--- src/rtl/ira_pkg.sv ---
package ira_pkg;

  localparam logic [7:0] OP_LOAD  = 8'h80;
  localparam logic [7:0] OP_STORE = 8'h81;

  localparam logic [1:0] WIN_DATA = 2'd0;
  localparam logic [1:0] WIN_CTRL = 2'd1;
  localparam logic [1:0] WIN_INTC = 2'd2;

  localparam int ST_OUT_RDY = 0;
  localparam int ST_IN_BUSY = 1;
  localparam int ST_WAS_OP  = 3;

  typedef enum logic [1:0] {
    SQ_IDLE,
    SQ_LD_IDX,
    SQ_ST_IDX,
    SQ_ST_VAL
  } seq_state_e;

endpackage

--- src/rtl/ira_host_if.sv ---
module ira_host_if
  import ira_pkg::*;
#(
  parameter int ADDR_W = 4
) (
  input  logic              clk,
  input  logic              rst_n,
  input  logic              host_sel,
  input  logic              host_wr,
  input  logic              host_rd,
  input  logic [ADDR_W-1:0] host_addr,
  input  logic [7:0]        host_wdata,
  input  logic              in_busy,
  input  logic              out_rdy,
  input  logic              was_op,
  input  logic [7:0]        out_byte,
  output logic              put_data,
  output logic              put_op,
  output logic              take_data,
  output logic              irq,
  output logic [7:0]        host_rdata
);

  logic [1:0] win;
  logic [7:0] intc_q, intc_n;
  logic       intc_en;
  logic [7:0] status_byte;

  assign win = host_addr[3:2];

  assign put_data  = host_sel && host_wr && (win == WIN_DATA);
  assign put_op    = host_sel && host_wr && (win == WIN_CTRL);
  assign take_data = host_sel && host_rd && (win == WIN_DATA);
  assign intc_en   = host_sel && host_wr && (win == WIN_INTC);

  always_comb begin
    intc_n = intc_q;
    if (intc_en) intc_n = host_wdata;
  end

  always_ff @(posedge clk or negedge rst_n) begin
    if (!rst_n) intc_q <= '0;
    else        intc_q <= intc_n;
  end

  always_comb begin
    status_byte = '0;
    status_byte[ST_OUT_RDY] = out_rdy;
    status_byte[ST_IN_BUSY] = in_busy;
    status_byte[ST_WAS_OP]  = was_op;
  end

  always_comb begin
    case (win)
      WIN_DATA: host_rdata = out_byte;
      WIN_CTRL: host_rdata = status_byte;
      WIN_INTC: host_rdata = intc_q;
      default:  host_rdata = '0;
    endcase
  end

  assign irq = intc_q[0] && out_rdy;

  // an interrupt-control write is visible on the next cycle
  p_intc_write_r10: assert property (@(posedge clk) disable iff (!rst_n)
    intc_en |=> (intc_q == $past(host_wdata)));

endmodule

--- src/rtl/ira_inbuf.sv ---
module ira_inbuf #(
  parameter int CONSUME_CYC = 2
) (
  input  logic       clk,
  input  logic       rst_n,
  input  logic       put_data,
  input  logic       put_op,
  input  logic [7:0] wdata,
  output logic       in_busy,
  output logic [7:0] held_byte,
  output logic       held_is_op,
  output logic       consume
);

  localparam int CNT_W = (CONSUME_CYC < 2) ? 1 : $clog2(CONSUME_CYC);
  localparam logic [CNT_W-1:0] CNT_LAST = CNT_W'(CONSUME_CYC - 1);

  logic             busy_q, busy_n;
  logic [CNT_W-1:0] cnt_q, cnt_n;
  logic [7:0]       byte_q, byte_n;
  logic             op_q, op_n;
  logic             put_any;
  logic             accept;

  assign put_any = put_data || put_op;
  assign accept  = put_any && !busy_q;
  assign consume = busy_q && (cnt_q == CNT_LAST);

  always_comb begin
    busy_n = busy_q;
    cnt_n  = cnt_q;
    byte_n = byte_q;
    op_n   = op_q;
    if (accept) begin
      busy_n = 1'b1;
      cnt_n  = '0;
      byte_n = wdata;
      op_n   = put_op;
    end else if (consume) begin
      busy_n = 1'b0;
    end else if (busy_q) begin
      cnt_n = cnt_q + 1'b1;
    end
  end

  always_ff @(posedge clk or negedge rst_n) begin
    if (!rst_n) begin
      busy_q <= 1'b0;
      cnt_q  <= '0;
      byte_q <= '0;
      op_q   <= 1'b0;
    end else begin
      busy_q <= busy_n;
      cnt_q  <= cnt_n;
      byte_q <= byte_n;
      op_q   <= op_n;
    end
  end

  assign in_busy    = busy_q;
  assign held_byte  = byte_q;
  assign held_is_op = op_q;

  // a write taken while idle raises busy and holds that byte
  p_busy_set_r2: assert property (@(posedge clk) disable iff (!rst_n)
    (put_any && !busy_q) |=> (busy_q && byte_q == $past(wdata)));

  // consuming the byte drops busy
  p_busy_clear_r2: assert property (@(posedge clk) disable iff (!rst_n)
    consume |=> !busy_q);

  // a write while busy leaves the held byte and its kind untouched
  p_drop_busy_r3: assert property (@(posedge clk) disable iff (!rst_n)
    (put_any && busy_q) |=> ($stable(byte_q) && $stable(op_q)));

endmodule

--- src/rtl/ira_seq.sv ---
module ira_seq
  import ira_pkg::*;
#(
  parameter int IDX_W = 8
) (
  input  logic             clk,
  input  logic             rst_n,
  input  logic             consume,
  input  logic [7:0]       held_byte,
  input  logic             held_is_op,
  input  logic             take_data,
  input  logic [7:0]       reg_rdata,
  output logic             reg_rd,
  output logic             reg_wr,
  output logic [IDX_W-1:0] reg_idx,
  output logic [7:0]       reg_wdata,
  output logic             out_rdy,
  output logic [7:0]       out_byte
);

  seq_state_e       st_q, st_n;
  logic             rd_q, rd_n;
  logic             wr_q, wr_n;
  logic [IDX_W-1:0] idx_q, idx_n;
  logic [7:0]       wdat_q, wdat_n;
  logic             rdy_q, rdy_n;
  logic [7:0]       obuf_q, obuf_n;
  logic             obuf_en;
  logic             op_known;

  assign op_known = (held_byte == OP_LOAD) || (held_byte == OP_STORE);

  always_comb begin
    st_n   = st_q;
    rd_n   = 1'b0;
    wr_n   = 1'b0;
    idx_n  = idx_q;
    wdat_n = wdat_q;
    if (consume) begin
      if (held_is_op) begin
        if (held_byte == OP_LOAD)       st_n = SQ_LD_IDX;
        else if (held_byte == OP_STORE) st_n = SQ_ST_IDX;
        else                            st_n = SQ_IDLE;
      end else begin
        case (st_q)
          SQ_LD_IDX: begin
            rd_n  = 1'b1;
            idx_n = held_byte[IDX_W-1:0];
            st_n  = SQ_IDLE;
          end
          SQ_ST_IDX: begin
            idx_n = held_byte[IDX_W-1:0];
            st_n  = SQ_ST_VAL;
          end
          SQ_ST_VAL: begin
            wr_n   = 1'b1;
            wdat_n = held_byte;
            st_n   = SQ_IDLE;
          end
          default: st_n = SQ_IDLE;
        endcase
      end
    end
  end

  assign obuf_en = rd_q;

  always_comb begin
    rdy_n  = rdy_q;
    obuf_n = obuf_q;
    if (obuf_en) begin
      rdy_n  = 1'b1;
      obuf_n = reg_rdata;
    end else if (take_data) begin
      rdy_n = 1'b0;
    end
  end

  always_ff @(posedge clk or negedge rst_n) begin
    if (!rst_n) begin
      st_q   <= SQ_IDLE;
      rd_q   <= 1'b0;
      wr_q   <= 1'b0;
      idx_q  <= '0;
      wdat_q <= '0;
      rdy_q  <= 1'b0;
      obuf_q <= '0;
    end else begin
      st_q   <= st_n;
      rd_q   <= rd_n;
      wr_q   <= wr_n;
      idx_q  <= idx_n;
      wdat_q <= wdat_n;
      rdy_q  <= rdy_n;
      obuf_q <= obuf_n;
    end
  end

  assign reg_rd    = rd_q;
  assign reg_wr    = wr_q;
  assign reg_idx   = idx_q;
  assign reg_wdata = wdat_q;
  assign out_rdy   = rdy_q;
  assign out_byte  = obuf_q;

  // a read strobe lasts one cycle and leaves output-ready set
  p_load_done_r4: assert property (@(posedge clk) disable iff (!rst_n)
    rd_q |=> (rdy_q && !rd_q));

  // a data-port read with no capture pending empties the output
  p_take_clears_r5: assert property (@(posedge clk) disable iff (!rst_n)
    (take_data && !rd_q) |=> !rdy_q);

  // a write strobe lasts one cycle
  p_store_pulse_r6: assert property (@(posedge clk) disable iff (!rst_n)
    wr_q |=> !wr_q);

  // an opcode consumed mid-sequence restarts from that opcode
  p_restart_r7: assert property (@(posedge clk) disable iff (!rst_n)
    (consume && held_is_op && held_byte == OP_LOAD) |=> (st_q == SQ_LD_IDX));

  // an unknown opcode leaves no sequence open
  p_unknown_op_r9: assert property (@(posedge clk) disable iff (!rst_n)
    (consume && held_is_op && !op_known) |=> (st_q == SQ_IDLE));

  // the two strobes never overlap
  p_strobe_excl_r11: assert property (@(posedge clk) disable iff (!rst_n)
    !(rd_q && wr_q));

endmodule

--- src/rtl/ira_port.sv ---
module ira_port #(
  parameter int ADDR_W      = 4,
  parameter int IDX_W       = 8,
  parameter int CONSUME_CYC = 2
) (
  input  logic              clk,
  input  logic              rst_n,
  input  logic              host_sel,
  input  logic              host_wr,
  input  logic              host_rd,
  input  logic [ADDR_W-1:0] host_addr,
  input  logic [7:0]        host_wdata,
  output logic [7:0]        host_rdata,
  output logic              irq,
  output logic              reg_rd,
  output logic              reg_wr,
  output logic [IDX_W-1:0]  reg_idx,
  output logic [7:0]        reg_wdata,
  input  logic [7:0]        reg_rdata
);

  logic [1:0] rst_pipe_q;
  logic       rst_int_n;

  always_ff @(posedge clk or negedge rst_n) begin
    if (!rst_n) rst_pipe_q <= 2'b00;
    else        rst_pipe_q <= {rst_pipe_q[0], 1'b1};
  end
  assign rst_int_n = rst_pipe_q[1];

  logic       put_data, put_op, take_data;
  logic       in_busy, held_is_op, consume;
  logic [7:0] held_byte;
  logic       out_rdy;
  logic [7:0] out_byte;

  ira_host_if #(.ADDR_W(ADDR_W)) u_host_if (
    .clk        (clk),
    .rst_n      (rst_int_n),
    .host_sel   (host_sel),
    .host_wr    (host_wr),
    .host_rd    (host_rd),
    .host_addr  (host_addr),
    .host_wdata (host_wdata),
    .in_busy    (in_busy),
    .out_rdy    (out_rdy),
    .was_op     (held_is_op),
    .out_byte   (out_byte),
    .put_data   (put_data),
    .put_op     (put_op),
    .take_data  (take_data),
    .irq        (irq),
    .host_rdata (host_rdata)
  );

  ira_inbuf #(.CONSUME_CYC(CONSUME_CYC)) u_inbuf (
    .clk        (clk),
    .rst_n      (rst_int_n),
    .put_data   (put_data),
    .put_op     (put_op),
    .wdata      (host_wdata),
    .in_busy    (in_busy),
    .held_byte  (held_byte),
    .held_is_op (held_is_op),
    .consume    (consume)
  );

  ira_seq #(.IDX_W(IDX_W)) u_seq (
    .clk        (clk),
    .rst_n      (rst_int_n),
    .consume    (consume),
    .held_byte  (held_byte),
    .held_is_op (held_is_op),
    .take_data  (take_data),
    .reg_rdata  (reg_rdata),
    .reg_rd     (reg_rd),
    .reg_wr     (reg_wr),
    .reg_idx    (reg_idx),
    .reg_wdata  (reg_wdata),
    .out_rdy    (out_rdy),
    .out_byte   (out_byte)
  );

  // nothing is strobed or pending while reset is held internally
  p_reset_quiet_r1: assert property (@(posedge clk)
    !rst_int_n |=> (!reg_rd && !reg_wr && !out_rdy && !in_busy));

endmodule

--- config.mk ---
export PLATFORM = sky130hd
export DESIGN_NAME = ira_port
export DESIGN_NICKNAME = d
export VERILOG_FILES = /design/src/rtl/ira_pkg.sv /design/src/rtl/ira_host_if.sv /design/src/rtl/ira_inbuf.sv /design/src/rtl/ira_seq.sv /design/src/rtl/ira_port.sv
export SDC_FILE = /design/constraint.sdc
export NUM_CORES = 1
export LEC_CHECK = 0
export BUFFER_PORTS_ARGS = -buffer_cell sky130_fd_sc_hd__buf_2
export CAP_MARGIN = 10
export CORE_UTILIZATION = 52
export DETAILED_ROUTE_END_ITERATION = 7
export GPL_ROUTABILITY_DRIVEN = 0
export PLACE_DENSITY = 0.83
export SYNTH_ARGS = -nofsm -noshare
export SYNTH_HDL_FRONTEND = slang
export SYNTH_SLANG_ARGS = --single-unit
--- constraint.sdc ---
create_clock -name clk -period 1.9 [get_ports clk]
set_input_delay 0.38 -clock clk [delete_from_list [all_inputs] [get_ports clk]]
set_output_delay 0.38 -clock clk [all_outputs]
set_load 0.01 [all_outputs]
# --- Word-level counts from Yosys, hierarchy flattened ---
# Cells that the tools add are included.
# Widths: inputs -> output; s select.
word_totals:
  regBits: 50
  input_bits: 25
op_classes:
  add_sub_neg: 1
  eq_ne: 8
  muxes: 18
  n_bitwise: 1
  reduce_logical: 19
ops:
  columns: ["cell", "count"]
  rows:
  - ["$pmux 8 s3", 1]
  - ["$eq 8x8->1 const B", 2]
  - ["$mux 1", 13]
  - ["$logic_and 1x1->1", 9]
  - ["$mux 2", 4]
  - ["$eq 2x2->1 const B", 3]
  - ["$reduce_and 3->1", 2]
  - ["$reduce_bool 2->1", 3]
  - ["$eq 2x1->1 const B", 2]
  - ["$logic_not 2->1", 1]
  - ["$ne 2x1->1 const B", 1]
  - ["$reduce_and 2->1", 1]
  - ["$reduce_or 2->1", 1]
  - ["$add 1x1->1 const B", 1]
  - ["$logic_not 1->1", 1]
  - ["$logic_or 1x1->1", 1]
  - ["$not 1->1", 1]

# --- Longest topological paths before layout ---
logic_depth:
  depth_word: 6
  depth_mapped: 4
  mapped_depth_nobuf: 4

# --- By module ---
# From an unflattened synthesis, not the netlist that was laid out.
unflattened:
  cells_unflattened: 148
  hier_area_um2: 2180.8
by_module_without_submodules:
  columns: ["module", "n_inst", "cells_per_inst", "area_each_um2", "seq_area_each_um2"]
  rows:
  - ["ira_seq", 1, 76, 1209.9, 725.7]
  - ["ira_host_if", 1, 42, 489.2, 200.2]
  - ["ira_inbuf", 1, 27, 427.9, 275.3]
  - ["ira_port", 1, 3, 53.8, 50.0]

# --- Least setup slack after synthesis ---
# OpenSTA, ideal clock, no wires.
synth_timing:
  path_type: "reg-to-reg"
  startpoint: "reg u_seq.st_q[0]"
  endpoint: "reg u_seq.idx_q[0] (netlist: u_seq.reg_idx[0])"
  setup_ns: 0.125
  arrival_ns: 1.399
  setup_slack_ns: 0.377
  path_stages_with_launch: 5
  path_buffers: 0
  cell_sequence: "dfrtp_1 -> inv_1 -> ha_1 -> nor3_4 -> mux2_2"
synth_via:
  elab_chain_len: 3
  elab_cells_between_ends: 4
  cone_classes: "2 x eq/ne; 2 x reduce/logical"
synth_lines:
  columns: ["element", "line", "rtl"]
  rows:
  - ["from (decl)", "ira_seq.sv:21", "seq_state_e st_q, st_n;"]
  - ["from (signal assigned)", "ira_seq.sv:89", "st_q <= st_n;"]
  - ["$eq 2x1->1 or $eq 2x2->1 (tied branches)", "ira_seq.sv:45", "case (st_q)"]
  - ["$reduce_or 2->1 (no line) (*)", null, null]
  - ["$reduce_and 3->1 (no line) (*)", null, null]
  - ["to (signal assigned)", "ira_seq.sv:92", "idx_q <= idx_n;"]
  - ["to (decl)", "ira_seq.sv:24", "logic [IDX_W-1:0] idx_q, idx_n;"]
# Mark *: on every way between the ends. The rest lies on a longest branch, timed or not.
# A chain may end at the register's enable or synchronous reset.

# --- Final worst setup path ---
layout_timing:
  startpoint: "reg u_seq.st_q[0]"
  endpoint: "reg u_seq.idx_q[3] (netlist: u_seq.reg_idx[3])"
# Same word-level chain as after synthesis.

==> reports/metrics.csv <==
stage,metric,value,unit
status,status,"finished, final reports clean",
clocking,cts_tree,yes,
synthesis,synth.most_common_cell,dfrtp_1,
clocking,root_buffer,clkbuf_8,
sta,finalSetupViolCount,0,
synthesis,synthTopCellsByCount,"50 x dfrtp_1, 41 x mux2_2, 8 x mux2i_1, 8 x nor2_1, 5 x inv_1",
floorplan,die_height,65.1,um
clocking,cts_buffers,5,
synthesis,yosys_warnings,0,
floorplan,fp.coreArea,3740,um^2
synthesis,syn-cell-area,2070,um^2
routing,first_iter_violations,86,
clocking,clock_latency,0.30,ns
pwr,power.internal,2.32,mW
cells_and_area,drive_gt1_share,51.7,%
synthesis,synth_cell_types,25,
clocking,clkSinkCount,50,
cells_and_area,area_delta_synth_final,20.4,%
worst_setup_path,critical_path_class,reg2reg,
clocking,clockBufferDepth,2,
flow_run,maxCapViolCount,0,
pwr,sw_frac_of_total,30.2,%
pwr,p_comb_share,27.2,%
sta,finalCriticalPeriod,1.71,ns
clocking,cts_resized,0,
cells_and_area,n_antenna_cell,0,
routing,ant_nets,0,
synthesis,yosysTopAreaCell,dfrtp_1,
pwr,peakVddDrop,0.806,mV
routing,totalWireLength,3920,um
worst_hold_path,min_path_type,reg2async,
sta,rsz0062_at_grt,no,
routing,avgViaCountPerCell,5.36,
floorplan,dieArea,4240,um^2
sta,slew_violations,0,
sta,worstMarginPinSlew,0.586,ns
synthesis,synth.top_cell.area_share,60.5,%
floorplan,rows,22,
synthesis,synth-async-reset-ratio,100,%
clocking,htree_levels,2,
sta,fmax,0.585,GHz
synthesis,syn-num-nets,173,
sta,fin_skew,0.00617,ns
synthesis,synth_edf_count,0,
global_route,overflow,0,
pwr,p_per_area,1330,nW/um^2
global_route,first_global_vias,1490,
global_route,grt_max_degree,29,
sta,hold_violations,0,
synthesis,ys.flop_type,dfrtp_1,
synthesis,avgSynthCellArea,14.3,um^2
sta,whs,0.269,ns
synthesis,synthTopCellsByArea,"dfrtp_1 60%, mux2_2 22%, mux2i_1 3.9%, ha_1 1.8%, nor2_1 1.5%",
global_route,grt_pass1_wl,6710,um
synthesis,ys_ff_latch,50,
worst_setup_path,cp.required,2.09,ns
sta,fin_tns_setup,0,ns
routing,drc_errors,0,
pwr,pwr-share-seq,50.8,%
synthesis,postSynthCellCount,145,
place,dp_hpwl,2940,um
routing,wl_per_cell,15.7,um
pwr,power_switching,1.00,mW
sta,slew_headroom,61.0,%
floorplan,io-pin-count,52,
sta,fin_crit_sh,89.9,%
place,portBuffers,49,
clocking,path_clk_slew,0.09,ns
floorplan,initial_core_util,55.3,%
routing,vias,1334,
synthesis,synth-seq-area-share,60.5,%
pwr,clockPowerShare,22.0,%
pwr,p_leak,1.27,nW
worst_setup_path,start_kind,register,
floorplan,chipWidth,65.1,um
global_route,grt_antenna_before_repair,0,
worst_setup_path,cp_max_fo,8,
cells_and_area,nNetsFinal,228,
routing,first_pass_iters,4,
worst_setup_path,r2r_cells,4,
global_route,grtUsageTotal,21.8,%
worst_setup_path,cp-end-kind,register,
worst_setup_path,cp.arrival,1.90,ns
-- flip-flops by register name (all words and copies together) (netlist names) --
name and cells:
u_inbuf.held_is_op 1, u_inbuf.held_byte 8, u_inbuf.in_busy 1, u_seq.st_q 2, u_seq.out_rdy 1, u_seq.reg_idx 8, rst_pipe_q 2, u_seq.reg_wdata 8
u_inbuf.cnt_q 1, u_seq.out_byte 8, u_seq.reg_wr 1, u_seq.reg_rd 1, u_host_if.intc_q 8
-- power groups by stage --
stage	logic, mW	registers (mW)	clock network (mW)
2_1_floorplan	0.527	1.72	0
3_3_place_gp	0.864	1.68	0
3_5_place_dp	0.909	1.71	0
4_1_cts	0.918	1.69	0.742
5_1_grt	0.991	1.74	0.794
6_report	0.903	1.69	0.730
-- per-layer routing --
metal / vias up / track usage, % / wire length, um
li1: 620 / - / -
met1: 669 / 26.4 / 1620
met2: 35 / 35.7 / 2000
met3: 10 / 6.16 / 221
met4: 0 / 10.3 / 80
met5: - / 0 / 0
-- area by class of cell --
type	count	area, um^2
flip-flops and latches	50	1250
fillers	282	1250
multi-input cells	86	782
repair buffers	52	270
clock buffers	5	68.8
well taps	48	60.1
clock inverters	3	40.0
inverters	5	18.8
-- per-stage QoR --
stage / power, mW / std cells / util [%] / worst slack, ns / instance area [um^2]
2_1_floorplan: 2.24 / 145 / - / 0.377 / 2070
3_3_place_gp: 2.54 / 240 / 63.4 / 0.264 / 2370
3_5_place_dp: 2.62 / 240 / 63.4 / 0.216 / 2370
4_1_cts: 3.35 / 249 / 66.6 / 0.182 / 2490
5_1_grt: 3.53 / 249 / 66.6 / 0.0903 / 2490
6_report: 3.32 / 249 / 66.6 / 0.192 / 2490
-- logic make-up after synthesis --
kind of cell | count (synthesis) | synth area share, %
muxes | 49 | 26.2
AOI/OAI and AO/OA | 8 | 2.42
and+or+nand+nor | 25 | 7.20
other | 1 | 0.181
buffers and inverters | 9 | 1.75
DFF | 50 | 60.5
adders and majority gates | 3 | 1.81
-- final timing paths --
path / startpoint / slack (ns) / end
worst max-delay path: u_seq.st_q[0]$_DFFE_PN0P_ / 0.19 / u_seq.reg_idx[3]$_DFFE_PN0P_
worst min-delay path: rst_pipe_q[1]$_DFF_PN0_ / 0.27 / u_inbuf.held_byte[6]$_DFFE_PN0P_
worst max register to register: u_seq.st_q[0]$_DFFE_PN0P_ / 0.19 / u_seq.reg_idx[3]$_DFFE_PN0P_
worst min register to register: rst_pipe_q[1]$_DFF_PN0_ / 0.27 / u_inbuf.held_byte[6]$_DFFE_PN0P_
max in group asynchronous: rst_pipe_q[1]$_DFF_PN0_ / 0.93 / u_seq.out_byte[5]$_DFFE_PN0P_
min in group clk: reg_rdata[1] / 0.30 / u_seq.out_byte[1]$_DFFE_PN0P_
-- placed cells by master (no fill, tap or decap), types with 2 or more instances in the layout --
master    instances
a21o_1            2
a22oi_1           2
buf_2            49
buf_4             2
clkbuf_8          5
clkinv_2          2
dfrtp_1          49
ha_1              3
inv_1             5
mux2_2           41
mux2i_1           8
nand2_1           4
nand3_1           2
nor2_1            8
nor4b_1           2
o21ai_0           3
-- worst max-delay path: stages, from the launching register on --
cell     delay, ns
dfrtp_1       0.40
inv_1         0.07
ha_1          0.34
nor3_4        0.40
mux2_2        0.39
-- repair_timing --
action,4_1_cts,5_1_grt
hold buffers,1,0
setup buffers,0,0
hold endpoints to repair,2,0
Power figures use the tool's default switching activity.
